**config.mk**
```make
export PLATFORM = sky130hd
export DESIGN_NAME = bus_cond_watch
export DESIGN_NICKNAME = d
export VERILOG_FILES = /design/src/rtl/bcw_pkg.sv /design/src/rtl/bcw_sync.sv /design/src/rtl/bcw_cond_detect.sv /design/src/rtl/bcw_status.sv /design/src/rtl/bus_cond_watch.sv
export SDC_FILE = /design/constraint.sdc
export NUM_CORES = 1
export LEC_CHECK = 0
export ABC_AREA = 0
export BUFFER_PORTS_ARGS = -buffer_cell sky130_fd_sc_hd__clkbuf_2
export CAP_MARGIN = 20
export CORE_AREA = 2 2 39 41
export CTS_CLUSTER_DIAMETER = 80
export DETAILED_ROUTE_END_ITERATION = 6
export DIE_AREA = 0 0 41 43
export PLACE_DENSITY = 0.46
export SETUP_SLACK_MARGIN = 0.1
export SLEW_MARGIN = 20
export SYNTH_ARGS = -nofsm -noshare
export SYNTH_HDL_FRONTEND = slang
export SYNTH_HIERARCHICAL = 1
export SYNTH_SLANG_ARGS = --single-unit
```
**constraint.sdc**
```tcl
create_clock -name clk -period 0.8 [get_ports clk]
set_input_delay 0.08 -clock clk [delete_from_list [all_inputs] [get_ports clk]]
set_output_delay 0.08 -clock clk [all_outputs]
set_load 0.05 [all_outputs]
```
**src/rtl/bcw_pkg.sv**
```systemverilog
package bcw_pkg;
  localparam int unsigned SYNC_STAGES = 2;
  localparam int unsigned RST_STAGES  = 2;

  typedef struct packed {
    logic start;
    logic stop;
  } bus_cond_t;
endpackage

```
**src/rtl/bcw_sync.sv**
```systemverilog
module bcw_sync #(
  parameter int unsigned WIDTH   = 1,
  parameter int unsigned STAGES  = 2,
  parameter logic [WIDTH-1:0] RST_VAL = '0
) (
  input  logic             clk,
  input  logic             rst_n,
  input  logic [WIDTH-1:0] d,
  output logic [WIDTH-1:0] q
);
  logic [STAGES-1:0][WIDTH-1:0] chain;

  always_ff @(posedge clk or negedge rst_n) begin
    if (!rst_n) chain[0] <= RST_VAL;
    else        chain[0] <= d;
  end

  for (genvar i = 1; i < STAGES; i++) begin : g_stage
    always_ff @(posedge clk or negedge rst_n) begin
      if (!rst_n) chain[i] <= RST_VAL;
      else        chain[i] <= chain[i-1];
    end
  end

  assign q = chain[STAGES-1];
endmodule

```
**src/rtl/bcw_cond_detect.sv**
```systemverilog
module bcw_cond_detect
  import bcw_pkg::*;
(
  input  logic      clk,
  input  logic      rst_n,
  input  logic      scl,
  input  logic      sda,
  output bus_cond_t cond
);
  logic scl_prev, sda_prev;

  always_ff @(posedge clk or negedge rst_n) begin
    if (!rst_n) begin
      scl_prev <= 1'b1;
      sda_prev <= 1'b1;
    end else begin
      scl_prev <= scl;
      sda_prev <= sda;
    end
  end

  always_comb begin
    cond.start = scl && scl_prev &&  sda_prev && !sda;
    cond.stop  = scl && scl_prev && !sda_prev &&  sda;
  end

  // no condition can be reported while the clock line is low
  a_r4_no_cond_scl_low: assert property (@(posedge clk) disable iff (!rst_n)
    !scl |-> !(cond.start || cond.stop));
endmodule

```
**src/rtl/bcw_status.sv**
```systemverilog
module bcw_status
  import bcw_pkg::*;
(
  input  logic      clk,
  input  logic      rst_n,
  input  logic      enable,
  input  bus_cond_t cond,
  input  logic      byte_done,
  input  logic      irq_clr,
  output logic      start_seen,
  output logic      stop_seen,
  output logic      irq
);
  logic flag_we, start_nx, stop_nx;
  logic irq_set, irq_we, irq_nx;

  always_comb begin
    flag_we  = !enable || cond.start || cond.stop;
    start_nx = enable && cond.start;
    stop_nx  = enable && cond.stop;
  end

  always_comb begin
    irq_set = enable && (cond.start || cond.stop || byte_done);
    irq_we  = irq_set || irq_clr;
    irq_nx  = irq_set;
  end

  always_ff @(posedge clk or negedge rst_n) begin
    if (!rst_n) begin
      start_seen <= 1'b0;
      stop_seen  <= 1'b0;
    end else if (flag_we) begin
      start_seen <= start_nx;
      stop_seen  <= stop_nx;
    end
  end

  always_ff @(posedge clk or negedge rst_n) begin
    if (!rst_n)      irq <= 1'b0;
    else if (irq_we) irq <= irq_nx;
  end

  a_r10_flags_exclusive: assert property (@(posedge clk) disable iff (!rst_n)
    !(start_seen && stop_seen));
  a_r2_start_sets_flag: assert property (@(posedge clk) disable iff (!rst_n)
    (enable && cond.start) |=> (start_seen && !stop_seen));
  a_r3_stop_sets_flag: assert property (@(posedge clk) disable iff (!rst_n)
    (enable && cond.stop) |=> (stop_seen && !start_seen));
  a_r6_disable_clears: assert property (@(posedge clk) disable iff (!rst_n)
    !enable |=> (!start_seen && !stop_seen));
  a_r7_irq_sticky: assert property (@(posedge clk) disable iff (!rst_n)
    (irq && !irq_clr) |=> irq);
  a_r8_set_beats_clear: assert property (@(posedge clk) disable iff (!rst_n)
    (irq_clr && enable && byte_done) |=> irq);
endmodule

```
**src/rtl/bus_cond_watch.sv**
```systemverilog
module bus_cond_watch
  import bcw_pkg::*;
(
  input  logic clk,
  input  logic rst_n,
  input  logic scl_in,
  input  logic sda_in,
  input  logic enable,
  input  logic byte_done,
  input  logic irq_clr,
  output logic start_seen,
  output logic stop_seen,
  output logic bus_free,
  output logic irq
);
  logic      rst_int_n;
  logic [1:0] line_sync;
  bus_cond_t cond;

  bcw_sync #(.WIDTH(1), .STAGES(RST_STAGES), .RST_VAL(1'b0)) u_rst_sync (
    .clk(clk), .rst_n(rst_n), .d(1'b1), .q(rst_int_n)
  );

  bcw_sync #(.WIDTH(2), .STAGES(SYNC_STAGES), .RST_VAL(2'b11)) u_line_sync (
    .clk(clk), .rst_n(rst_int_n), .d({scl_in, sda_in}), .q(line_sync)
  );

  bcw_cond_detect u_detect (
    .clk(clk), .rst_n(rst_int_n),
    .scl(line_sync[1]), .sda(line_sync[0]), .cond(cond)
  );

  bcw_status u_status (
    .clk(clk), .rst_n(rst_int_n), .enable(enable), .cond(cond),
    .byte_done(byte_done), .irq_clr(irq_clr),
    .start_seen(start_seen), .stop_seen(stop_seen), .irq(irq)
  );

  assign bus_free = stop_seen || !(start_seen || stop_seen);

  a_r5_free_unless_started: assert property (@(posedge clk) disable iff (!rst_int_n)
    bus_free != start_seen);
endmodule

```
# Yosys cells after proc, flatten, opt, wreduce, memory -nomap -nowiden

Index checks and enable logic that the tools add are counted.

Output and inout port bits: 4
Flip-flop bits (word level): 11
Input port bits: 7
Word-level logic and storage cells: 28

Reductions and logical operators: 19

Operators with widths:

| operator            | number |
|---|---|
| $logic_and A1 B1 Y1 | 8 |
| $logic_or A1 B1 Y1  | 7 |
| $logic_not A1 Y1    | 4 |

# Depth between registers and ports, before layout

Gate-level depths: netlist of the first run.

Word-level depth: 7
Depth in mapped cells: 4
Depth with buffers taken out: 3

# Hierarchy

Netlist of the first run, hierarchy kept.

By module, submodules not included:

| module                 | seq. area each (um^2) | cells an instance | area each (um^2) | times used |
|---|---|---|---|---|
| bcw_sync (u_line_sync) | 105.1                 | 6                 | 120.1            | 1 |
| bcw_status             | 75.1                  | 10                | 118.9            | 1 |
| bcw_cond_detect        | 52.6                  | 4                 | 72.6             | 1 |
| bcw_sync (u_rst_sync)  | 50.0                  | 2                 | 50.0             | 1 |
| bus_cond_watch         | 0.0                   | 2                 | 10.0             | 1 |

# Worst setup path before layout of the first run

No wires, ideal clock.

Path kind: flip-flop to flip-flop
Start point: register u_line_sync.chain, in the netlist u_line_sync/q[0]
End point: register u_status.irq
Path slack: -399 ps
Period minus slack after synthesis: 1199 ps
Library setup time: 129 ps
Cell stages (with the launch flop): 5
Arrival time: 1070 ps
Path buffers: 1
Cell sequence: dfstp_2 -> buf_4 -> and4b_1 -> o31ai_1 -> o21ai_1

RTL lines:

| item                            | line             | source |
|---|---|---|
| start, declared                 | bcw_sync.sv:11   | `logic [STAGES-1:0][WIDTH-1:0] chain;` |
| start signal, assigned by index | bcw_sync.sv:21   | `else chain[i] <= chain[i-1];` |
| end signal, assigned            | bcw_status.sv:41 | `else if (irq_we) irq <= irq_nx;` |
| end, declared                   | bcw_status.sv:12 | `output logic irq` |

==> results of run 1 <==
==> cell type report <==
cell class | instances | area [um2]
well taps | 16 | 20.02
repair buffers | 15 | 137.6
clock buffers | 4 | 26.28
fillers | 133 | 833.3
inverters | 1 | 3.754
multi-input cells | 10 | 77.57
flip-flops and latches | 11 | 285.3
==> repair_timing <==
| item | 4_1_cts | 5_1_grt |
|---|---|---|
| cloned | 0 | 0 |
| endpoints found under the setup margin | 7 | 7 |
| resized for setup | 8 | 4 |
| hold buffers | 4 | 0 |
| endpoints found under the hold margin | 5 | 0 |
| pin swaps | 2 | 0 |
| buffers inserted | 0 | 1 |
==> worst min-delay path by stage <==
stage | startpoint | endpoint | slack (ns)
4_1_cts | enable | u_status/stop_seen | 0.04
2_1_floorplan | rst_n | u_rst_sync/chain[0] | -0.22
3_3_place_gp | rst_n | u_rst_sync/chain[0] | -0.14
3_5_place_dp | rst_n | u_rst_sync/chain[0] | -0.13
5_1_grt | enable | u_status/stop_seen | 0.04
6_report | enable | u_status/stop_seen | 0.05
==> cell families after synthesis <==
kind of cell           count (synthesis)  share of synthesized area (%)
buffers and inverters                  3                          5.048
other                                  1                          1.009
AND/OR/NAND/NOR                        5                          10.44
flip-flops                            11                          76.09
AO/OA/AOI/OAI                          4                          7.406
==> cells in the mapped netlist <==
cell type / n
dfrtp_1: 5
buf_4: 2
o31ai_1: 1
inv_1: 1
nand2b_1: 1
conb_1: 1
nor2b_1: 2
dfstp_2: 6
o21ai_1: 1
and4b_1: 2
o21a_1: 2
==> routing by layer <==
layer	vias up	part of all wire (%)	wire length (um)
met5	-	0	0
met4	0	1.3	7
met3	2	6.8	37
met2	7	51	276
met1	116	41	221
li1	109	-	-
==> flip-flops by register name, indices dropped and copies added (netlist names) <==
register,flops
u_detect/scl_prev,1
u_detect/sda_prev,1
u_line_sync/chain,2
u_line_sync/q,2
u_rst_sync/chain,1
u_rst_sync/q,1
u_status/irq,1
u_status/start_seen,1
u_status/stop_seen,1
==> through the flow <==
stage	cells	power (uW)	hold slack (ns)	setup WS, ns
floorplan	24	689.6	-0.2156	-0.3634
global placement	48	710.3	-0.1357	-0.3635
detailed placement	48	713.2	-0.1337	-0.3754
CTS	56	1119	0.03913	-0.3704
global route	57	1180	0.03577	-0.4081
finish	57	1116	0.04566	-0.3643
==> power breakdown <==
part	internal, uW	total, uW	switching, uW
Clock	193	367	175
Sequential	598	622	24.5
Combinational	68.0	126	58.2
==> run metrics, run 1 <==
Max Cap Viol=0; Hold Crit Class=input pin to flip-flop; FF-to-FF path depth=3; Setup WS post-layout=-0.3643 ns; vias=234; critical path required time=0.95 ns; FF+latch count, synth=11; clk_lat worst skew=0.26 ns; Worst Path Arrival=1.31 ns; Mean Syn Cell Area=15.48 um2; largest net degree at the start of global routing=10; Gate Count Post-Synth=24; Yosys Warn Count=6; Leakage=0.0002523 uW; clock root buffer=clkbuf_4; Post-Route WL=543 um; fin area=550.5 um2; power per cell area=2027 nW/um2; met3 track demand over resource=4.712%; r2r startpoint=u_detect/sda_prev; total track usage=8.513%; CTS sink cnt=11; overall die width=41 um; final worst path period share=145.5%; CP startpoint=u_detect/sda_prev; CP Capture Type=flip-flop; achievable frequency=0.8589 GHz; failing checks=setup timing; commonest cells after routing, fill and taps aside=clkbuf_2 (6), dfstp_2 (6), dlygate4sd3_1 (4), buf_8 (4); Max VDD drop=0.0008632 V; gr busiest metal=met2; wire per inst=9.526 um; Synth top area share=42.42%; initial antenna violation count=0; Critical Path Max Stage Delay=0.52 ns; critical path depth=3; Final Setup Violations=7; global routing usage on met2=12.81%; Pre-Repair DR Iteration Count=2; RePlAce Congestion=0.6023; final-report hold violation count=0; first-pass GRT wire length=897 um; Avg Vias per Cell=4.105; RSZ-0062 raised after global routing=yes; slowest CP cell=dfstp_2; flop2flop setup slack=-0.36 ns; Ports=11; Bufs and invs on worst path=0; Seq/Total Area, Yosys=76.09%; grt total ovfl=0; final setup skew=0.004046 ns; Synth cell types=11; Hold Path Depth=2; initial drt markers=3; reg2reg end=u_status/irq; worst setup path endpoint=u_status/irq; antenna cells=0; status=finished, violations left; IO Port Bufs=10; crit start category=flip-flop; die height=43 um; nets@finish=49; Starting Density=26.85%; Core ar.=1384 um2; Crit Path Category=flip-flop to flip-flop; CP Cell Sequence=and4b_1 -> o31ai_1 -> o21ai_1; P&R area growth vs syn=48.15%; Final ANT Viol Nets=0; clock tree buffer depth=2; Synth area leader=dfstp_2; Synthesized Nets=31; count of final max-slew check failures=0; CTS clock-pin slew for the worst setup and hold paths=0.07 ns; met1 global-route usage=7.241%; Fin Setup TNS=-1.608 ns; number of global-route vias before repair=247; total CTS buffers=3; CTS tree=done; Tmin final=1.164 ns; die area=1763 um2; layout cells sized above 1=56.10%; placed cell areas=436.7 um2; H-tree depth=1; Row Count=14; synthesized area=371.6 um2; DRC errors left=0; largest cells by area after synthesis=dfstp_2 (42%), dfrtp_1 (34%), and4b_1 (5.4%); Core Util, Final=39.78%; cell family with most CP delay=flip-flops; CP Max Fanout=3
No activity file was read; power rests on OpenSTA's default activity.
==> run 2, diff against run 1 <==
SKIP_CTS_REPAIR_TIMING = 1   (was not set)
==> run 2 against run 1 <==
Against the previous run: the run still ends with setup timing left; combinational power down 6%; register-to-register slack about the same; largest cell class unchanged; first-iteration DRC count unchanged; critical endpoint unchanged; die area unchanged; highest routed layer unchanged; critical path type unchanged.
==> run metrics, run 2 (synthesis results as in run 1) <==
die height=43 um; overall die width=41 um; Core ar.=1384 um2; power per cell area=2066 nW/um2; Fin Setup TNS=-1.572 ns; filler instances=136; IO Port Bufs=10; flop2flop setup slack=-0.36 ns; multi-input logic area=77.57 um2; Core Util, Final=38.70%; critical path required time=0.95 ns; worst hold slack=0.04603 ns; largest net degree at the start of global routing=10; Final ANT Viol Nets=0; Final Setup Violations=7; Worst Path Arrival=1.31 ns; Register Area=285.3 um2; CTS sink cnt=11; cell family with most CP delay=flip-flops; final-report hold violation count=0; P&R area growth vs syn=44.11%; Max VDD drop=0.0008597 V; clock tree buffer depth=2; initial drt markers=3; CP Cell Sequence=and4b_1 -> o31ai_1 -> o21ai_1; Pre-Repair DR Iteration Count=2; status=finished, violations left; slowest CP cell=dfstp_2; Post-Route WL=546 um; Leakage=0.0002472 uW; failing checks=setup timing; achievable frequency=0.8589 GHz; number of global-route vias before repair=224; wire per inst=9.579 um; count of final max-slew check failures=0; Avg Vias per Cell=4.105; FF-to-FF path depth=3; final setup skew=0.004046 ns; fin area=535.5 um2; Row Count=14; first-pass GRT wire length=848 um; met3 track demand over resource=4.712%; placed cell areas=436.7 um2; r2r startpoint=u_detect/sda_prev; CTS tree=done; final worst path period share=145.5%; total CTS buffers=3; commonest cells after routing, fill and taps aside=clkbuf_2 (6), dfstp_2 (6), dlygate4sd3_1 (4), buf_6 (4); Crit Path Category=flip-flop to flip-flop; Critical Path Max Stage Delay=0.52 ns; CP Max Fanout=3; antenna cells=0; clk_lat worst skew=0.26 ns; dpl cells=48; met1 global-route usage=7.586%; Ports=11; Hold Crit Class=input pin to flip-flop; initial antenna violation count=0; vias=234; Layout Cells excl Fill=57; RSZ-0062 raised after global routing=yes; min-delay src=enable; WHS Endpoint=u_status/stop_seen; Hold Path Depth=2; CTS clock-pin slew for the worst setup and hold paths=0.07 ns; clock root buffer=clkbuf_4; crit start category=flip-flop; Setup WS post-layout=-0.3643 ns; Max Cap Viol=0; RePlAce Congestion=0.6023; nets@finish=49; Bufs and invs on worst path=0; reg2reg end=u_status/irq; DRC errors left=0; global routing usage on met2=11.25%; CP Capture Type=flip-flop; layout cells sized above 1=56.10%; grt total ovfl=0; H-tree depth=1; die area=1763 um2; Starting Density=26.85%; total track usage=8.103%; gr busiest metal=met2; Tmin final=1.164 ns
[run 2: cell counts in the layout (fill, tap and decap cells not counted)]
No cell type changed its count.
[run 2: cell type report]
class,count,share of cell area [%]
Sequential cell,11,53.27
Inverter,1,0.7009
Multi-Input combinational cell,10,14.49
Tap cell,16,3.738
Clock buffer,4,4.907
Timing Repair Buffer,15,22.90
[run 2: how the worst max path moves through the flow]
| stage | depth (start not counted) | to | start | slack [ns] |
|---|---|---|---|---|
| floorplan | 4 | u_status/irq | u_line_sync/q[0] | -0.36 |
| global placement | 3 | u_status/irq | u_detect/sda_prev | -0.36 |
| detailed placement | 3 | u_status/irq | u_detect/sda_prev | -0.38 |
| CTS | 3 | u_status/irq | u_detect/sda_prev | -0.38 |
| global route | 3 | u_status/irq | u_line_sync/q[0] | -0.41 |
| finish | 3 | u_status/irq | u_detect/sda_prev | -0.36 |
[run 2: layer usage]
layer  share of wire (%)  wire length, um  vias to the layer above
li1                    -                -                      109
met1                  41              222                      116
met4                 1.3                7                        0
met2                  51              277                        7
met5                   0                0                        -
met3                 7.0               38                        2
[run 2: worst register-to-register path: stages, from the launching register on]
cell,delay (ns)
dfstp_2,0.52
and4b_1,0.21
o31ai_1,0.22
o21ai_1,0.09
[run 2: per-stage QoR]
stage	total power, uW	setup slack [ns]
after floorplan	689.6	-0.3634
after global placement	710.3	-0.3635
after detailed placement	713.2	-0.3754
after CTS	1086	-0.3814
after global routing	1171	-0.4081
final	1106	-0.3643
[run 2: where the power goes]
group / switching (uW) / internal (uW) / total, uW
Sequential: 22.8 / 598 / 621
Combinational: 57.8 / 60.4 / 118
Clock: 175 / 193 / 367
